===== src/rtl/regbus_seq.sv =====
module regbus_seq #(
  parameter int CLK_PS      = 5000,
  parameter int ADDR_GAP_PS = 300000,
  parameter int DATA_GAP_PS = 150000,
  parameter int STROBE_CYC  = 2,
  parameter int WIDE_LIMIT  = 32
) (
  input  logic        clk,
  input  logic        rst_n,
  input  logic        req,
  output logic        ready,
  input  logic [6:0]  index,
  input  logic        write,
  input  logic [31:0] wdata,
  output logic [31:0] rdata,
  output logic        done,
  output logic        bus_cs_n,
  output logic        bus_rd_n,
  output logic        bus_wr_n,
  output logic        bus_a0,
  output logic [15:0] bus_dout,
  output logic        bus_doe,
  input  logic [15:0] bus_din
);
  localparam int A_CYC  = (ADDR_GAP_PS + CLK_PS - 1) / CLK_PS;
  localparam int D_CYC  = (DATA_GAP_PS + CLK_PS - 1) / CLK_PS;
  localparam int M1     = (A_CYC > D_CYC) ? A_CYC : D_CYC;
  localparam int MAXC   = (M1 > STROBE_CYC) ? M1 : STROBE_CYC;
  localparam int CNT_W  = $clog2(MAXC + 1);
  localparam logic [CNT_W-1:0] S_LD = CNT_W'(STROBE_CYC - 1);
  localparam logic [CNT_W-1:0] A_LD = CNT_W'(A_CYC - 1);
  localparam logic [CNT_W-1:0] D_LD = CNT_W'(D_CYC - 1);

  typedef enum logic [1:0] {S_IDLE, S_STRB, S_GAP} st_t;

  st_t             st;
  logic [1:0]      phase;
  logic [CNT_W-1:0] cnt;
  logic            wr_r, wide_r;
  logic [6:0]      idx_r;
  logic [31:0]     wd_r;

  wire last    = (phase == 2'd2) || (phase == 2'd1 && !wide_r);
  wire dphase  = (phase != 2'd0);
  wire drives  = !dphase || wr_r;

  always_ff @(posedge clk) begin
    if (!rst_n) begin
      st     <= S_IDLE;
      phase  <= 2'd0;
      cnt    <= '0;
      wr_r   <= 1'b0;
      wide_r <= 1'b0;
      idx_r  <= '0;
      wd_r   <= '0;
      rdata  <= '0;
      done   <= 1'b0;
    end else begin
      done <= 1'b0;
      case (st)
        S_IDLE: if (req) begin
          st     <= S_STRB;
          phase  <= 2'd0;
          cnt    <= S_LD;
          wr_r   <= write;
          wide_r <= (32'(index) < WIDE_LIMIT);
          idx_r  <= index;
          wd_r   <= wdata;
          if (!write) rdata <= '0;
        end
        S_STRB: if (cnt == '0) begin
          st  <= S_GAP;
          cnt <= dphase ? D_LD : A_LD;
          if (dphase && !wr_r) begin
            if (phase == 2'd1) rdata[15:0]  <= bus_din;
            else               rdata[31:16] <= bus_din;
          end
        end else cnt <= cnt - 1'b1;
        S_GAP: if (cnt == '0) begin
          if (last) begin
            st    <= S_IDLE;
            phase <= 2'd0;
            done  <= 1'b1;
          end else begin
            st    <= S_STRB;
            phase <= phase + 2'd1;
            cnt   <= S_LD;
          end
        end else cnt <= cnt - 1'b1;
        default: st <= S_IDLE;
      endcase
    end
  end

  assign ready    = (st == S_IDLE);
  assign bus_cs_n = (st == S_IDLE);
  assign bus_wr_n = !((st == S_STRB) && drives);
  assign bus_rd_n = !((st == S_STRB) && !drives);
  assign bus_a0   = dphase;
  assign bus_doe  = (st != S_IDLE) && drives;
  assign bus_dout = (phase == 2'd0) ? {8'h00, wr_r, idx_r} :
                    (phase == 2'd1) ? wd_r[15:0] : wd_r[31:16];
endmodule



===== config.mk =====
export PLATFORM = sky130hd
export DESIGN_NAME = regbus_seq
export DESIGN_NICKNAME = d
export VERILOG_FILES = /design/src/rtl/regbus_seq.sv
export SDC_FILE = /design/constraint.sdc
export NUM_CORES = 1
export LEC_CHECK = 0
export BUFFER_PORTS_ARGS = -buffer_cell sky130_fd_sc_hd__buf_2
export CAP_MARGIN = 0
export CORE_UTILIZATION = 52
export CTS_BUF_LIST = sky130_fd_sc_hd__clkbuf_4 sky130_fd_sc_hd__clkbuf_8
export DETAILED_ROUTE_END_ITERATION = 10
export GPL_TIMING_DRIVEN = 0
export PLACE_DENSITY = 0.84
export SYNTH_ARGS = -nofsm -noshare
export SYNTH_HDL_FRONTEND = slang
export SYNTH_SLANG_ARGS = --single-unit

===== constraint.sdc =====
create_clock -name clk -period 3.1 [get_ports clk]
set_clock_uncertainty 0.2 [all_clocks]
set_input_delay 0.465 -clock clk [delete_from_list [all_inputs] [get_ports clk]]
set_output_delay 0.465 -clock clk [all_outputs]
set_load 0.02 [all_outputs]

* After elaboration in Yosys (flattened, before gate mapping)
Index checks and enable logic that the tools add are counted.
Widths: inputs -> output; s select.
** Word-level totals
- Output and inout bits :: 55
- Register bits after elaboration :: 84
- Logic and storage cells :: 78
** Operators by class
- $lt $le $gt $ge :: 1
- Reduce and logical (&&, ||, !) cells :: 28
- Eq/ne operators :: 12
- Muxes and demuxes :: 25
- Add/sub/neg operators :: 2
** Operators with widths (number)
- $mux 32 :: 4
- $mux 16 :: 4
- $pmux 32 s2 :: 1
- $mux 6 :: 5
- $pmux 6 s3 :: 1
- $ne 2x2->1 const B :: 7
- $mux 2 :: 6
- $reduce_and 3->1 :: 4
- $reduce_and 6->1 :: 2
- $reduce_bool 2->1 :: 4
- $lt 7x6->1 const B :: 1
- $logic_not 1->1 :: 6
- $logic_not 6->1 :: 1
- $pmux 2 s3 :: 1
- $sub 6x1->6 const B :: 1
- $logic_and 1x1->1 :: 5
- $eq 2x1->1 const B :: 2
- $eq 2x2->1 const B :: 2
- $logic_not 2->1 :: 2
- $pmux 2 s2 :: 1
- $ne 3x3->1 const B :: 1
- $reduce_bool 3->1 :: 1
- $add 2x1->2 const B :: 1
- $logic_or 1x1->1 :: 2
- other kinds (2) :: 3

* Logic depth before layout (Yosys ltp)
Gate-level depths: netlist of the first run.
- Depth in word-level cells :: 6
- Depth in mapped cells :: 9
- Gate-level depth less buffers :: 7

* Worst setup path before layout of the first run
No wires, ideal clock.
- Kind :: reg2out
- From :: reg phase[1]
- To :: out bus_dout[6]
- Stages on the path, launching flop included :: 7
- Setup slack :: 0.489 ns
- Arrival time :: 1.946 ns
- Cells stage by stage :: dfxtp_1 -> inv_1 -> ha_1 -> buf_1 -> buf_2 -> mux2i_1 -> o21ai_0
** Between the ends
- Longest elaborated chain between the ends :: 3
- Elaborated cells on any way between the ends :: 4
- Classes of those cells :: eq/ne: 1; mux: 2; reduce/logical: 1
** RTL lines
- from (decl) :: line 37 : logic [1:0] phase;
- from (signal assigned) :: line 86 : phase <= phase + 2'd1;
- $eq 2x1->1 :: line 102 : (phase == 2'd1) ? wd_r[15:0] : wd_r[31:16];
- $mux 16 :: line 102
- $mux 16 (*) :: line 101 : assign bus_dout = (phase == 2'd0) ? {8'h00, wr_r, idx_r} :
- to (decl) :: line 21 : output logic [15:0] bus_dout,
Mark *: on every way between the ends. The rest lies on a longest branch, timed or not.

* Worst setup path after layout of the first run
Ends and elaborated chain as after synthesis.

==> results of run 1 <==
[power breakdown]
group / leakage, nW / switching [mW] / internal (mW)
sequential: 0.684 / 0.0807 / 1.19
clock: 0.0911 / 0.439 / 0.310
combinational: 1.16 / 0.765 / 0.448
total: 1.93 / 1.29 / 1.95
[metrics by stage]
stage | total power, mW | cell area [um2] | hold slack (ps) | std cells
3_5_place_dp | 2.48 | 4220 | 247 | 601
3_3_place_gp | 2.44 | 4220 | 242 | 601
2_1_floorplan | 2.16 | 3560 | 236 | 412
5_1_grt | 3.43 | 4410 | 118 | 617
6_report | 3.24 | 4410 | 143 | 617
4_1_cts | 3.22 | 4410 | 124 | 617
[registers in the layout, indices dropped and copies added (netlist names)]
register  flops
wide_r        1
rdata        32
st            2
wr_r          1
cnt           6
idx_r         7
wd_r         32
done          1
phase         2
[per-layer routing]
layer | vias to the layer above | GRT usage, %
met3 | 22 | 4.42
met1 | 1573 | 31.4
met4 | 0 | 9.24
met2 | 169 | 43.5
met5 | - | 0
li1 | 1677 | -
[final cells by class]
| cell class | count | area [um2] | share of cell area (%) |
|---|---|---|---|
| multi-input combinational | 287 | 1690 | 38.4 |
| clock inverter | 7 | 68.8 | 1.56 |
| sequential | 84 | 1680 | 38.1 |
| inverter | 11 | 41.3 | 0.935 |
| timing repair buffer | 112 | 561 | 12.7 |
| clock buffer | 9 | 124 | 2.81 |
| buffer | 30 | 148 | 3.34 |
| tap | 77 | 96.3 | 2.18 |
[cell families (layout without fill, tap and decap cells)]
| kind of cell | after synthesis | count (layout) | share of synthesized area, % |
|---|---|---|---|
| simple gates | 143 | 143 | 18.1 |
| buf+inv | 41 | 169 | 5.20 |
| fa+ha+maj | 9 | 9 | 3.16 |
| flops | 84 | 84 | 47.2 |
| mux | 18 | 18 | 5.06 |
| compound gates | 117 | 117 | 21.2 |
[placed cells by master, fill, tap and decap left out, drive strengths merged]
cell type  synthesis  final
and2               3      3
clkinvlp           0      2
inv               11     14
nand4              2      2
o22ai              2      2
nand2             95     95
nand2b             4      4
or4                3      3
nand3              3      3
nor4b              1      1
a31oi              4      4
o32ai              1      1
a21bo              1      1
nor2b              2      2
a211oi             1      1
o31ai              1      1
nand4b             1      1
ha                 9      9
nor3               5      5
dfxtp             84     84
a2111oi            1      1
o21ai             18     18
mux2i             18     18
or2                2      2
nand3b             1      1
buf               12    123
clkinv             0      2
or4b               1      1
clkbuf            18     28
o21a               2      2
nor2              19     19
a21boi             1      1
o211a              1      1
a22o              33     33
a21oi             50     50
or3                1      1
a31o               1      1
[worst max path at each step]
stage | cells after the start | endpoint | slack [ps]
2_1_floorplan | 6 | bus_dout[6] | 490
3_3_place_gp | 7 | bus_dout[6] | 210
3_5_place_dp | 7 | bus_dout[6] | 210
4_1_cts | 7 | bus_dout[6] | 110
5_1_grt | 7 | bus_dout[6] | 20
6_report | 7 | bus_dout[6] | 190
[worst max-delay path, delay by kind of cell (launching register included)]
kind                     cells  cell delay, ps
AO/OA/AOI/OAI                1             110
adder cells (fa/ha/maj)      1             220
multiplexers                 1             310
buffers and inverters        4             920
flip-flops                   1             340
==> results.json, run 1 <==
{
  "clk_pin_slew_ps": 100,
  "synth_largest_area_cell": "sky130_fd_sc_hd__dfxtp_1",
  "final_layout_size_suffix_gt1_share_pct": 27.8,
  "start_util_pct": 54.8,
  "hold_end": "rdata[3]",
  "synth_async_sr_flop_share_pct": 0,
  "die_w_um": 84.8,
  "top_signal_layer_used": "met4",
  "die_area_um2": 7180,
  "type_of_the_most_critical_hold_path": "in -> reg",
  "num_antenna_cells": 0,
  "clock-root-buffer": "sky130_fd_sc_hd__clkbuf_8",
  "synth_top_flop_cell": "sky130_fd_sc_hd__dfxtp_1",
  "crit_arrival_ps": 2240,
  "fp.coreArea_um2": 6490,
  "cts-htree-levels": 3,
  "nNetsFinal": 603,
  "cp_slowest_stage_delay_ps": 340,
  "yosys_register_bits": 84,
  "endpoint_kind": "output pin",
  "timing_hold_violations_final": 0,
  "met1Wirelength_um": 3820,
  "insertion_delay_ps": 340,
  "synthMostInstantiatedCell": "sky130_fd_sc_hd__nand2_1",
  "r2r_start": "st[0]",
  "vias_per_cell": 5.58,
  "synth.lib_cells_used.distinct": 46,
  "layout_worst_path_cycle_share_pct": 93.8,
  "dp_worst_setup_slack_ps": 205,
  "max_freq_mhz": 344,
  "first_iter_violations": 247,
  "slew-limit-headroom_pct": 63.4,
  "synth_area_per_cell_um2": 8.64,
  "grt_pass1_wl_um": 14600,
  "rr_endpoint": "rdata[0]",
  "detail_route.first_pass.iterations": 8,
  "hold_path_startpoint": "bus_din[3]",
  "p_leak_nw": 1.93,
  "routed_wl_um": 8970,
  "postCtsSetupBuffers": 0,
  "numPortBuffers": 112,
  "worstSetupPathType": "reg -> out",
  "global_route.usage.total_pct": 25.2,
  "postCtsResizedCells": 1,
  "grt_overflow": 0,
  "min_path_cells": 2,
  "grt_start_max_net_pins": 18,
  "synth_largest_type_area_fraction_pct": 47.2,
  "synth_top_cells_by_area": "sky130_fd_sc_hd__dfxtp_1 (47%), sky130_fd_sc_hd__nand2_1 (10%), sky130_fd_sc_hd__a22o_1 (8.1%)",
  "gp_routability_congestion": 0.867,
  "crit_top_cell": "sky130_fd_sc_hd__buf_2",
  "fin_util_pct": 68.0,
  "synthCells": 412,
  "finalSetupTns_ps": 0,
  "failing_checks": "design-rule violations",
  "ctsHoldBuffers": 0,
  "grt_setup_unrepaired": "no",
  "start_kind": "flop",
  "drt_drc_violations_left": 8,
  "netlist_area_um2": 3560,
  "worstMarginPinSlew_ps": 535,
  "antenna_found_initial": 0,
  "die_h_um": 84.8,
  "rrSetupSlack_ps": 530,
  "setup_slack_ps": 192,
  "crit_path_cell_trace": "inv_1, ha_1, buf_2, clkbuf_4, mux2i_1, o21ai_0, buf_2",
  "grt_pass1_vias": 3257,
  "critical_path.slowest_cell": "sky130_fd_sc_hd__dfxtp_1",
  "met3_wirelength_um": 611,
  "max_cap_viol_count": 0,
  "run_status": "finished with violations",
  "cts_max_path_buffers": 2,
  "detailedPlacementHpwl_um": 6510,
  "highest_ir_drop_seen_on_vdd_uv": 413,
  "rows": 29,
  "num-fill-cells": 546,
  "final_period_minus_worst_setup_slack_ps": 2910,
  "rr_worst_depth": 8,
  "power_density_nw_per_um2": 733,
  "cts_tree": "done",
  "dr_wl_met2_um": 4350,
  "cts_inserted_buffers": 9,
  "cts.sinks": 84,
  "yosysWarningCount": 0,
  "floorplan.io_pins": 114,
  "drt.antenna.violating_nets": 0,
  "routedWlPerCell_um": 14.5,
  "synth-edff-count": 0,
  "worstPathMaxFanout": 10,
  "worst_setup_path_startpoint": "phase[1]",
  "finalMaxSlewViolations": 0,
  "num_vias": 3441,
  "sequential_to_total_area_share_from_yosys_stat_pct": 47.2,
  "syn_to_final_growth_pct": 24.0,
  "worstPathRequired_ps": 2430,
  "setup-violations-final": 0,
  "synth.net_count": 480,
  "synth_commonest_cells": "sky130_fd_sc_hd__nand2_1 (95), sky130_fd_sc_hd__dfxtp_1 (84), sky130_fd_sc_hd__a21oi_1 (49)"
}
(Power assumes the default switching activity.)
==> run 2, diff against run 1 <==
--- a/config.mk
+++ b/config.mk
@@ -12,6 +12,7 @@
 export DETAILED_ROUTE_END_ITERATION = 10
 export GPL_TIMING_DRIVEN = 0
 export PLACE_DENSITY = 0.84
+export RECOVER_POWER = 25
 export SYNTH_ARGS = -nofsm -noshare
 export SYNTH_HDL_FRONTEND = slang
 export SYNTH_SLANG_ARGS = --single-unit
==> results.json, run 2 (synthesis results as in run 1) <==
{
  "run_status": "finished with violations",
  "failing_checks": "design-rule violations",
  "max_freq_mhz": 344,
  "insertion_delay_ps": 340,
  "largest_registers": "rdata (32), wd_r (32), idx_r (7)",
  "routed_wl_um": 9060,
  "cts_max_path_buffers": 2,
  "finalSetupTns_ps": 0,
  "highest_ir_drop_seen_on_vdd_uv": 412,
  "worstPathBufferInverterCount": 4,
  "gp_routability_congestion": 0.867,
  "hold_end": "rdata[19]",
  "syn_to_final_growth_pct": 22.8,
  "min_path_cells": 2,
  "cp_slowest_stage_delay_ps": 340,
  "detailedPlacementHpwl_um": 6510,
  "internal_power_mw": 1.95,
  "finalInstanceArea_um2": 4370,
  "layout_worst_path_cycle_share_pct": 93.9,
  "start_kind": "flop",
  "power.share.clock_pct": 23.3,
  "sw_share_pct": 39.9,
  "timing_hold_violations_final": 0,
  "grt-busiest-layer": "met2",
  "numPortBuffers": 112,
  "clock-root-buffer": "sky130_fd_sc_hd__clkbuf_8",
  "r2r_start": "st[0]",
  "num_vias": 3441,
  "clk_pin_slew_ps": 100,
  "ctsHoldBuffers": 0,
  "most-common-layout-cells": "sky130_fd_sc_hd__nand2_1 (95), sky130_fd_sc_hd__dfxtp_1 (84), sky130_fd_sc_hd__buf_2 (82)",
  "num_antenna_cells": 0,
  "grt_start_max_net_pins": 18,
  "fp.coreArea_um2": 6490,
  "max_cap_viol_count": 0,
  "type_of_the_most_critical_hold_path": "in -> reg",
  "start_util_pct": 54.8,
  "die_w_um": 84.8,
  "worstMarginPinSlew_ps": 568,
  "crit_path_cell_trace": "inv_1, ha_1, buf_2, clkbuf_4, mux2i_1, o21ai_0, buf_2",
  "grt_setup_unrepaired": "no",
  "worstPathMaxFanout": 10,
  "vias_per_cell": 5.58,
  "die_area_um2": 7180,
  "gr-usage-met3_pct": 4.42,
  "grtUsageMet2_pct": 43.5,
  "antenna_found_initial": 0,
  "postCtsSetupBuffers": 0,
  "cts_tree": "done",
  "grt_overflow": 0,
  "postCtsResizedCells": 1,
  "routedWlPerCell_um": 14.7,
  "p_seq_share_pct": 39.3,
  "setup-violations-final": 0,
  "hold_path_startpoint": "bus_din[3]",
  "finalMaxSlewViolations": 0,
  "crit_arrival_ps": 2250,
  "slew-limit-headroom_pct": 61.1,
  "first_iter_violations": 211,
  "p_leak_nw": 1.78,
  "die_h_um": 84.8,
  "globalRouteMet1Util_pct": 31.4,
  "rr_endpoint": "rdata[0]",
  "final_layout_size_suffix_gt1_share_pct": 21.5,
  "cts-htree-levels": 3,
  "floorplan.io_pins": 114,
  "grt_pass1_vias": 3257,
  "detail_route.first_pass.iterations": 8,
  "rr_worst_depth": 8,
  "switchingPower_mw": 1.30,
  "rrSetupSlack_ps": 490,
  "drt_drc_violations_left": 8,
  "worst_setup_path_startpoint": "phase[1]",
  "final_period_minus_worst_setup_slack_ps": 2910,
  "endpoint_kind": "output pin",
  "crit_top_cell": "sky130_fd_sc_hd__buf_2",
  "nNetsFinal": 603,
  "global_route.usage.total_pct": 25.2,
  "share_comb_of_total_power_pct": 37.5,
  "critical_path.slowest_cell": "sky130_fd_sc_hd__dfxtp_1",
  "worstPathRequired_ps": 2430,
  "power_density_nw_per_um2": 742,
  "worstSetupPathType": "reg -> out",
  "most_frequent_standard_cell_in_the_layout_excluding_fill_and_tap_cells": "sky130_fd_sc_hd__nand2_1",
  "rows": 29,
  "path_delay_family": "buffers and inverters",
  "cts_inserted_buffers": 9,
  "grt_pass1_wl_um": 14600,
  "post_dp_cell_area_um2": 4220,
  "cts.sinks": 84,
  "drt.antenna.violating_nets": 0
}
[run 2: cell count changes in the layout (fill, tap and decap cells not counted), sizes merged]
cell and delta:
buf -34, clkbuf +34
[run 2: worst max path at each step]
stage                  end  cells after the start
3_3_place_gp   bus_dout[6]                      7
4_1_cts        bus_dout[6]                      7
3_5_place_dp   bus_dout[6]                      7
6_report       bus_dout[6]                      7
5_1_grt        bus_dout[6]                      7
2_1_floorplan  bus_dout[6]                      6
[run 2: worst register-to-register path: cells and delay by family (launching register included)]
kind            cells  cell delay, ps
compound gates      2             750
fa+ha+maj           1             230
buf+inv             3             510
flops               1             410
simple gates        2             470
[run 2: layer usage]
metal	share of wire, %	up-vias
met5	0	-
met4	2.2	0
met3	5.7	22
met2	48	149
met1	44	1598
li1	-	1672
[run 2: stage by stage]
stage | util (%) | std cells | total power [mW] | hold slack (ps) | setup WS, ps
after floorplan | - | 412 | 2.16 | 236 | 489
after global placement | 64.9 | 601 | 2.44 | 242 | 212
after detailed placement | 64.9 | 601 | 2.48 | 247 | 205
after CTS | 67.9 | 617 | 3.22 | 124 | 109
after global routing | 67.3 | 617 | 3.43 | 118 | 15.9
final | 67.3 | 617 | 3.25 | 139 | 190
[run 2: layout make-up]
type,count,area [um2]
fillers,573,2120
multi-input cells,287,1690
flip-flops and latches,84,1680
repair buffers,112,518
plain buffers,30,148
clock buffers,9,124
well taps,77,96.3
clock inverters,7,68.8
inverters,11,41.3
[run 2: power groups by stage]
stage,registers [mW],logic (mW),clock network (mW)
2_1_floorplan,1.28,0.885,0
3_3_place_gp,1.29,1.15,0
3_5_place_dp,1.30,1.18,0
4_1_cts,1.27,1.19,0.757
5_1_grt,1.29,1.33,0.811
6_report,1.27,1.22,0.756
